<file path="src/rtl/sfr_pkg.sv">
// Shared constants and the per-address table of the plain registers.
// Assumes the bank covers the upper half of an 8-bit direct address space.
package sfr_pkg;
    localparam int ADDR_W = 8;
    localparam int DATA_W = 8;
    localparam int SLOTS  = 2 ** (ADDR_W - 1);
    localparam int PTR_W  = 2 * DATA_W;

    localparam logic [ADDR_W-1:0] A_PTR_BASE = 8'h82;
    localparam logic [ADDR_W-1:0] A_PCON     = 8'h87;
    localparam logic [ADDR_W-1:0] A_AUX      = 8'h8E;
    localparam logic [ADDR_W-1:0] A_AUX1     = 8'hA2;

    typedef struct packed {
        logic [DATA_W-1:0] mask;
        logic [DATA_W-1:0] rstv;
    } slot_info_t;

    // Writable mask and reset value of each plain slot (offset from 80H).
    function automatic slot_info_t slot_info(input logic [ADDR_W-2:0] off);
        slot_info_t s;
        s = '{mask: 8'h00, rstv: 8'h00};
        case (off)
            7'h00, 7'h10, 7'h20, 7'h30: s = '{mask: 8'hFF, rstv: 8'hFF};
            7'h01:                      s = '{mask: 8'hFF, rstv: 8'h07};
            7'h08, 7'h09, 7'h0A, 7'h0B,
            7'h0C, 7'h0D, 7'h18, 7'h19,
            7'h50, 7'h60, 7'h70:        s = '{mask: 8'hFF, rstv: 8'h00};
            7'h0E:                      s = '{mask: 8'h19, rstv: 8'h00};
            7'h22:                      s = '{mask: 8'h01, rstv: 8'h00};
            7'h28:                      s = '{mask: 8'hBF, rstv: 8'h00};
            7'h38:                      s = '{mask: 8'h3F, rstv: 8'h00};
            default:                    s = '{mask: 8'h00, rstv: 8'h00};
        endcase
        return s;
    endfunction

    // Packed table of writable masks, one byte per slot.
    function automatic logic [SLOTS-1:0][DATA_W-1:0] mask_table();
        logic [SLOTS-1:0][DATA_W-1:0] t;
        for (int i = 0; i < SLOTS; i++) t[i] = slot_info(i[ADDR_W-2:0]).mask;
        return t;
    endfunction

    // Packed table of reset values, one byte per slot.
    function automatic logic [SLOTS-1:0][DATA_W-1:0] reset_table();
        logic [SLOTS-1:0][DATA_W-1:0] t;
        for (int i = 0; i < SLOTS; i++) t[i] = slot_info(i[ADDR_W-2:0]).rstv;
        return t;
    endfunction
endpackage

</file>
<file path="src/rtl/sfr_plain_bank.sv">
// Plain storage registers of the bank, each with its own reset value and mask.
// Assumes rst_n already merges both resets; unlisted slots are constant zero.
module sfr_plain_bank
    import sfr_pkg::*;
(
    input  logic              clk,
    input  logic              rst_n,
    input  logic              wr_en,
    input  logic [ADDR_W-1:0] addr,
    input  logic [DATA_W-1:0] wdata,
    output logic [DATA_W-1:0] rd_data,
    output logic [DATA_W-1:0] aux_q,
    output logic              sel_q
);
    localparam logic [SLOTS-1:0][DATA_W-1:0] MASK_T = mask_table();
    localparam logic [SLOTS-1:0][DATA_W-1:0] RST_T  = reset_table();

    logic [SLOTS-1:0][DATA_W-1:0] store_q;
    logic [ADDR_W-2:0]            off;

    assign off = addr[ADDR_W-2:0];

    // Apply reset values, or a masked write to the addressed slot.
    always_ff @(posedge clk) begin
        if (!rst_n)
            store_q <= RST_T;
        else if (wr_en && addr[ADDR_W-1])
            store_q[off] <= wdata & MASK_T[off];
    end

    // Return the addressed slot for upper-half addresses, zero otherwise.
    always_comb begin
        rd_data = addr[ADDR_W-1] ? store_q[off] : '0;
    end

    assign aux_q = store_q[A_AUX[ADDR_W-2:0]];
    assign sel_q = store_q[A_AUX1[ADDR_W-2:0]][0];


    bank_rsv_chk: assert property (@(posedge clk) disable iff (!rst_n)
        addr[ADDR_W-1] |-> ((rd_data & ~MASK_T[off]) == '0));
endmodule

</file>
<file path="src/rtl/sfr_dptr_pair.sv">
// Two byte-addressable data pointers; the selected one can be incremented.
// Assumes a write to a byte of the active pointer overrides the increment.
module sfr_dptr_pair
    import sfr_pkg::*;
(
    input  logic              clk,
    input  logic              rst_n,
    input  logic              wr_en,
    input  logic [ADDR_W-1:0] addr,
    input  logic [DATA_W-1:0] wdata,
    input  logic              sel_i,
    input  logic              inc_i,
    output logic [DATA_W-1:0] rd_data,
    output logic [PTR_W-1:0]  active_o
);
    localparam int NPTR = 2;

    logic [PTR_W-1:0] ptr_arr [NPTR];
    logic [NPTR-1:0]  byte_hit;

    for (genvar k = 0; k < NPTR; k++) begin : g_ptr
        localparam logic [ADDR_W-1:0] LO = A_PTR_BASE + ADDR_W'(2 * k);
        localparam logic [ADDR_W-1:0] HI = LO + 1'b1;
        logic [PTR_W-1:0] q;
        logic             hit_lo, hit_hi;

        assign hit_lo      = wr_en && (addr == LO);
        assign hit_hi      = wr_en && (addr == HI);
        assign byte_hit[k] = hit_lo || hit_hi;
        assign ptr_arr[k]  = q;

        // Byte writes take priority; otherwise step when this one is selected.
        always_ff @(posedge clk) begin
            if (!rst_n)
                q <= '0;
            else if (hit_lo)
                q[DATA_W-1:0] <= wdata;
            else if (hit_hi)
                q[PTR_W-1:DATA_W] <= wdata;
            else if (inc_i && (sel_i == k[0]))
                q <= q + 1'b1;
        end
    end

    // Byte read mux over the four pointer addresses.
    always_comb begin
        case (addr)
            A_PTR_BASE:        rd_data = ptr_arr[0][DATA_W-1:0];
            A_PTR_BASE + 8'd1: rd_data = ptr_arr[0][PTR_W-1:DATA_W];
            A_PTR_BASE + 8'd2: rd_data = ptr_arr[1][DATA_W-1:0];
            A_PTR_BASE + 8'd3: rd_data = ptr_arr[1][PTR_W-1:DATA_W];
            default:           rd_data = '0;
        endcase
    end

    assign active_o = ptr_arr[sel_i];


    dptr_step_chk: assert property (@(posedge clk) disable iff (!rst_n)
        (inc_i && !byte_hit[sel_i]) |=> (ptr_arr[$past(sel_i)] == $past(ptr_arr[sel_i]) + 1'b1));


    dptr_idle_chk: assert property (@(posedge clk) disable iff (!rst_n)
        (!byte_hit[~sel_i]) |=> (ptr_arr[~$past(sel_i)] == $past(ptr_arr[~sel_i])));
endmodule

</file>
<file path="src/rtl/sfr_pcon.sv">
// Power control register with a power-off flag that only power-up sets.
// Assumes por_n has priority over rst_n; bits 6:5 are reserved.
module sfr_pcon
    import sfr_pkg::*;
(
    input  logic              clk,
    input  logic              rst_n,
    input  logic              por_n,
    input  logic              wr_en,
    input  logic [ADDR_W-1:0] addr,
    input  logic [DATA_W-1:0] wdata,
    output logic [DATA_W-1:0] rd_data
);
    localparam logic [DATA_W-1:0] KEEP_MASK = 8'h8F;
    localparam int                FLAG_BIT  = 4;

    logic [DATA_W-1:0] ctl_q;
    logic              flag_q;
    logic              hit;

    assign hit = wr_en && (addr == A_PCON);

    // Control bits clear on either reset; software write loads them.
    always_ff @(posedge clk) begin
        if (!por_n || !rst_n)
            ctl_q <= '0;
        else if (hit)
            ctl_q <= wdata & KEEP_MASK;
    end

    // Flag: set by power-up only, otherwise follows software writes.
    always_ff @(posedge clk) begin
        if (!por_n)
            flag_q <= 1'b1;
        else if (rst_n && hit)
            flag_q <= wdata[FLAG_BIT];
    end

    // Present the register on its own address only.
    always_comb begin
        rd_data = '0;
        if (addr == A_PCON) begin
            rd_data           = ctl_q;
            rd_data[FLAG_BIT] = flag_q;
        end
    end


    pof_keep_chk: assert property (@(posedge clk) disable iff (!por_n)
        !rst_n |=> (flag_q == $past(flag_q)));
endmodule

</file>
<file path="src/rtl/sfr_bank.sv">
// Top of the special-function register bank: merges the sub-banks' read data
// and exports the active pointer and auxiliary control bits.
// Assumes a single strobe per cycle from the core; reads are combinational.
module sfr_bank
    import sfr_pkg::*;
(
    input  logic        clk,
    input  logic        rst_n,
    input  logic        por_n,
    input  logic [7:0]  addr,
    input  logic [7:0]  wdata,
    input  logic        wr_en,
    input  logic        rd_en,
    output logic [7:0]  rdata,
    input  logic        dptr_inc,
    output logic [15:0] dptr_out,
    output logic        dptr_sel,
    output logic        ale_off,
    output logic        rstout_off,
    output logic        wdt_idle_hold
);
    logic              any_rst_n;
    logic [DATA_W-1:0] rd_plain, rd_ptr, rd_pcon, aux_q;
    logic              sel_q;

    assign any_rst_n = rst_n && por_n;

    sfr_plain_bank u_plain (
        .clk     (clk),
        .rst_n   (any_rst_n),
        .wr_en   (wr_en),
        .addr    (addr),
        .wdata   (wdata),
        .rd_data (rd_plain),
        .aux_q   (aux_q),
        .sel_q   (sel_q)
    );

    sfr_dptr_pair u_dptr (
        .clk      (clk),
        .rst_n    (any_rst_n),
        .wr_en    (wr_en),
        .addr     (addr),
        .wdata    (wdata),
        .sel_i    (sel_q),
        .inc_i    (dptr_inc),
        .rd_data  (rd_ptr),
        .active_o (dptr_out)
    );

    sfr_pcon u_pcon (
        .clk     (clk),
        .rst_n   (rst_n),
        .por_n   (por_n),
        .wr_en   (wr_en),
        .addr    (addr),
        .wdata   (wdata),
        .rd_data (rd_pcon)
    );

    // Sub-banks return zero off their own addresses, so OR them together.
    always_comb begin
        rdata = rd_en ? (rd_plain | rd_ptr | rd_pcon) : '0;
    end

    assign dptr_sel      = sel_q;
    assign ale_off       = aux_q[0];
    assign rstout_off    = aux_q[3];
    assign wdt_idle_hold = aux_q[4];


    auxr_rsv_chk: assert property (@(posedge clk) disable iff (!any_rst_n)
        (rd_en && addr == A_AUX) |-> ((rdata & 8'hE6) == 8'h00));
endmodule

</file>
<file path="config.mk">
export PLATFORM = sky130hd
export DESIGN_NAME = sfr_bank
export DESIGN_NICKNAME = d
export VERILOG_FILES = /design/src/rtl/sfr_pkg.sv /design/src/rtl/sfr_plain_bank.sv /design/src/rtl/sfr_dptr_pair.sv /design/src/rtl/sfr_pcon.sv /design/src/rtl/sfr_bank.sv
export SDC_FILE = /design/constraint.sdc
export NUM_CORES = 2
export LEC_CHECK = 0
export BUFFER_PORTS_ARGS = -buffer_cell sky130_fd_sc_hd__buf_4
export CORE_UTILIZATION = 55
export DETAILED_ROUTE_END_ITERATION = 6
export PLACE_DENSITY_LB_ADDON = 0.15
export SYNTH_ARGS = -nofsm -noshare
export SYNTH_HDL_FRONTEND = slang
export SYNTH_SLANG_ARGS = --single-unit
</file>
<file path="constraint.sdc">
create_clock -name clk -period 3.87 [get_ports clk]
set_clock_uncertainty 0.2 [all_clocks]
set_input_delay 0.5805 -clock clk [delete_from_list [all_inputs] [get_ports clk]]
set_output_delay 0.5805 -clock clk [all_outputs]
set_load 0.02 [all_outputs]
</file>
# ---- Yosys cells after proc, flatten, opt, wreduce, memory -nomap -nowiden
# Memories as Yosys holds them, arrays and structs flattened.
# Cells that the tools add are included.
dict set report word_totals {
  register_bits 1062
  rom_bits 1024
  input_bits 22
  out_inout_bits 28
  elab_cells 197
  mem_count 1
}
dict set report op_classes {
  n_addsub 2
  n_lt_le_gt_ge 3
  n_eq_ne 7
  n_mux 21
  n_bitwise 7
  reduce_logical 22
}
# name words width rd rd_ports_with_merged_regs wr line_no
set mem_list {}
lappend mem_list {{(no name shown)} 128 8 1 0 0 sfr_plain_bank.sv:28} ;# store_q[off] <= wdata & MASK_T[off];
# operator n
set op_table {}
lappend op_table {{$bwmux W1024} 1}
lappend op_table {{$mux W8} 12}
lappend op_table {{$mux W16} 5}
lappend op_table {{$bmux W8 S7} 1}
lappend op_table {{$demux W8 S7} 1}
lappend op_table {{$eq A8 B8 Y1 const B} 5}
lappend op_table {{$add A16 B1 Y16 const B} 2}
lappend op_table {{$pmux W8 S4} 1}
lappend op_table {{$or A8 B8 Y8} 2}
lappend op_table {{$logic_and A1 B1 Y1} 11}
lappend op_table {{$and A8 B8 Y8} 1}
lappend op_table {{$lt A7 B8 Y1 const B} 1}
lappend op_table {{$reduce_and A2 Y1} 4}
lappend op_table {{$reduce_bool A2 Y1} 4}
lappend op_table {{$ge A7 B1 Y1 const B} 1}
lappend op_table {{$ne A2 B1 Y1 const B} 2}
lappend op_table {{$not A1 Y1} 3}
lappend op_table {{$ge A2 B2 Y1 const B} 1}
lappend op_table {{$logic_not A1 Y1} 2}
lappend op_table {{$not A1 Y2} 1}
lappend op_table {{$logic_or A1 B1 Y1} 1}

# ---- Logic depth before layout (Yosys ltp)
dict set report depth {
  depth_word 6
  depth_mapped 12
  mapped_depth_nobuf 7
}

# ---- Cells and area by module
# A second synthesis with hierarchy kept.
dict set report unflattened {
  cells_unflattened 3968
  area_unflattened_um2 41733.8
}
# mod n_inst cells_per_inst area_per_inst_um2
set modules_own_cells {}
lappend modules_own_cells {sfr_plain_bank 1 3615 38939.8}
lappend modules_own_cells {sfr_dptr_pair 1 304 2339.7}
lappend modules_own_cells {sfr_pcon 1 39 370.4}
lappend modules_own_cells {sfr_bank 1 10 83.8}

# ---- Worst setup path after synthesis
# OpenSTA, ideal clock, no wires.
dict set report synth_path {
  kind {input-to-output}
  start {in addr[0]}
  end {out rdata[3]}
  t_arrival_ns 2.557
  t_required_ns 3.089
  setup_slack_ns 0.533
  path_stages 8
  n_path_buf 3
  cell_sequence {buf_4 -> buf_8 -> buf_2 -> mux4_2 -> mux2i_1 -> o21ai_0 -> a2111oi_1 -> o21ai_1}
}
dict set report synth_via {
  elab_chain_len 6
}
# item line_no
set synth_rtl {}
lappend synth_rtl {{start: declaration} sfr_bank.sv:10} ;# input logic [7:0] addr,
lappend synth_rtl {{$bmux W8 S7} sfr_plain_bank.sv:33} ;# rd_data = addr[ADDR_W-1] ? store_q[off] : '0;
lappend synth_rtl {{$mux W8 (implied by the code)} sfr_plain_bank.sv:33}
lappend synth_rtl {{$mux W8} sfr_plain_bank.sv:33}
lappend synth_rtl {{$or A8 B8 Y8} sfr_bank.sv:63} ;# rdata = rd_en ? (rd_plain | rd_ptr | rd_pcon) : '0;
lappend synth_rtl {{$or A8 B8 Y8 *} sfr_bank.sv:63}
lappend synth_rtl {{$mux W8 *} sfr_bank.sv:63}
lappend synth_rtl {{end: declaration} sfr_bank.sv:14} ;# output logic [7:0] rdata,
# Mark *: on every way between the ends. The rest lies on a longest branch, timed or not. The select of a mux whose other input is x is not followed.

# ---- Worst setup path after layout
dict set report layout_path {
  start {in addr[0]}
  end {out rdata[2]}
}
# The elaborated chain is that of the path after synthesis.

==> results.toml <==
[outcome]
status = "finished with violations"
failed_checks = "setup timing"

[final_layout]
nNetsFinal = 3938
register_area_um2 = 21300
multi_input_area_um2 = 18500
n_antenna_cell = 0
most-common-layout-cells = "dfxtp_1 (1,062), and2_1 (842), nand2_1 (300)"
final_common_cell = "dfxtp_1"
post-route-cell-area_um2 = 47900
n_fill_cell = 5572
drive_gt1_frac = 0.203
area_delta_synth_final_pct = 17.9

[drt]
via_per_inst = 5.96
route.detailed.drc = 0
drt_wl_total_mm = 116
drtPass1Iterations = 6
vias = 29550
routedWlPerCell_um = 23.4
drtIter0Drc = 3065
ant_nets = 0

[power]
vdd_drop_max_mv = 0.480
p_clk_frac = 0.468
power.density_nw_per_um2 = 479
switching_share = 0.223
internal_power_mw = 17.8
net-switching-power_mw = 5.12
totalPowerFinal_mw = 22.9
p_comb_frac = 0.055
seqPwrFrac = 0.477
power.leakage_nw = 18.9

[worst_setup_path]
start_kind = "input pin"
cp.arrival_ns = 3.21
r2r_slack_ns = 1.51
path_buf_inv = 7
crit_family = "buffers and inverters"
crit_chain = "buf_16, buf_12, clkbuf_16, buf_4, mux4_2, mux2i_1, buf_4, a2111oi_2, a2111oi_4, buf_4, o21ai_1, buf_4"
worst-setup-path-type = "input pin to output pin"
crit_required_ns = 3.09
slowest_stage = "a2111oi_2"
worst_path_largest_cell_delay_ns = 0.90
critical_path.max_fanout = 6
cpMostUsedCell = "buf_4"
end_kind = "output pin"

[grt]
grt_usage = 0.307
grt_max_degree = 65
grt_use_met1 = 0.416
grtUsageMet2 = 0.486
gr-max-usage-layer = "met2"
grt_pass1_vias = 29566
met3_usage = 0.0527
grt_pass1_wl_mm = 177
antenna_found_initial = 1
grt_overflow = 0

[timing]
fin_crit_sh = 1.03
fmax_mhz = 251
setup_viol_count_final = 3
fin_ws_ns = -0.117
tightest_slew_ns = 1.20
slew_headroom = 0.198
rsz0062_at_grt = "yes"
slew_violations = 0
post-route-min-period_ns = 3.99
hold_viol_final = 0

[logic_synthesis]
synth_edf_count = 0
netlist_area_um2 = 40600
netlist_instances = 3682
syn_nets = 3706
avgSynthCellArea_um2 = 11.0
ys_ff_latch = 1062
async_flop_share = 0
ys.flop_type = "dfxtp_1"
synth_seq_area_share = 0.524
synth_cell_types = 77
yosys_warnings = 0

[clock_tree]
path_clk_slew_ns = 0.06
tritoncts = "yes"
cts_max_level = 3
cts_made_buffers = 105
cts_root_buf = "clkbuf_16"
clockBufferDepth = 3
cts_sinks = 1062
insertion_delay_ns = 0.68

[floorplanning]
core_area_um2 = 73000
dieHeight_um = 274
die_x_um = 274
num_rows = 99
ios = 50
start_util = 0.556
die_area_um2 = 74900

[placed_design]
port_buffers = 49
hpwl_mm = 78.9
placed_cell_area_um2 = 43500
place_congestion = 0.961

[run]
cap_violations = 0

[hold_path]
hp-class = "input pin to flip-flop"
-- final timing paths --
check                                                       start                                  to  cells past startpoint
worst max-delay path                                      addr[0]                            rdata[2]                     12
worst min-delay path                                     wdata[7]        u_pcon.ctl_q[7]$_SDFFE_PN0P_                      3
worst max register to register  u_dptr.g_ptr[0].q[2]$_SDFFE_PN0P_  u_dptr.g_ptr[0].q[13]$_SDFFE_PN0P_                      6
worst min register to register  u_plain.store_q[362]$_SDFFE_PN0P_   u_plain.store_q[362]$_SDFFE_PN0P_                      1
-- cells in the mapped netlist (13+ instances only) --
master | count | area, um2
buf_1 | 14 | 52.6
mux4_2 | 215 | 4840
a31oi_1 | 29 | 181
a211oi_1 | 14 | 105
o211ai_1 | 40 | 300
mux2i_1 | 141 | 1410
a22oi_1 | 47 | 353
buf_4 | 13 | 97.6
inv_1 | 13 | 48.8
buf_2 | 53 | 265
a21oi_1 | 248 | 1240
o22ai_1 | 15 | 93.8
nand2_1 | 302 | 1130
nor3_1 | 15 | 75.1
dfxtp_1 | 1062 | 21300
nand4_1 | 27 | 169
nand3_1 | 42 | 210
o21ai_0 | 35 | 175
nor2_1 | 139 | 522
a221oi_1 | 17 | 149
buf_6 | 13 | 146
and3_1 | 47 | 294
o21ai_1 | 16 | 80.1
clkbuf_1 | 98 | 368
mux2_2 | 33 | 372
and2_1 | 844 | 5280
-- state kept, by name (all words and copies together) (netlist names) --
name and flops:
u_pcon.flag_q 1, u_plain.aux_q 8, u_pcon.ctl_q 5, u_dptr.g_ptr.q 32, u_plain.store_q 1015, u_plain.sel_q 1
-- layer usage --
| metal | wire length, um | up-vias |
|---|---|---|
| met5 | 20 | - |
| li1 | - | 13381 |
| met2 | 53100 | 1259 |
| met3 | 8780 | 296 |
| met1 | 49300 | 14612 |
| met4 | 4790 | 2 |
-- area by class of cell --
class / instances / share of cell area
clock buffers: 153 / 0.0637
flip-flops and latches: 1062 / 0.444
well taps: 959 / 0.0251
repair buffers: 328 / 0.0675
inverters: 15 / 0.00120
multi-input cells: 2402 / 0.386
clock inverters: 40 / 0.0126
-- cell families after synthesis --
logic type | count (synthesis) | share of synthesized area
simple gates | 1471 | 0.199
flops | 1062 | 0.524
compound gates | 527 | 0.0810
mux | 389 | 0.163
buf+inv | 218 | 0.0290
xor+xnor | 13 | 0.00281
fa+ha+maj | 2 | 0.000617
-- per-stage QoR --
step                      setup TNS (ns)  setup slack, ns  cells  hold WS (ns)   util
after detailed placement           -1.99           -0.387   4740         0.238  0.596
after global routing              -0.254           -0.124   4959        0.0523  0.656
final                             -0.182           -0.117   4959        0.0624  0.656
after CTS                        -0.0175          -0.0175   4937        0.0375  0.649
after global placement             -1.84           -0.411   4740         0.236  0.596
after floorplan                        0            0.533   3682         0.224      -
-- power groups by stage --
stage	Combinational, mW	Sequential, mW	Clock (mW)
3_5_place_dp	1.15	11.2	0
6_report	1.27	10.9	10.7
2_1_floorplan	0.632	11.2	0
3_3_place_gp	1.15	11.2	0
4_1_cts	1.19	10.9	10.8
5_1_grt	1.32	10.9	11.3
-- worst min-delay path, stage by stage --
cell	delay (ns)
buf_4	0.17
nand3_1	0.08
a21oi_1	0.05
-- timing repair --
action | CTS | global route
setup endpoints to repair | 8 | 8
pin swaps | 4 | 14
setup buffers | 3 | 18
gates resized for setup | 38 | 36
endpoints found under the hold margin | 1 | 0
cloned | 1 | 6
hold buffers | 1 | 0
(Power assumes the default switching activity.)
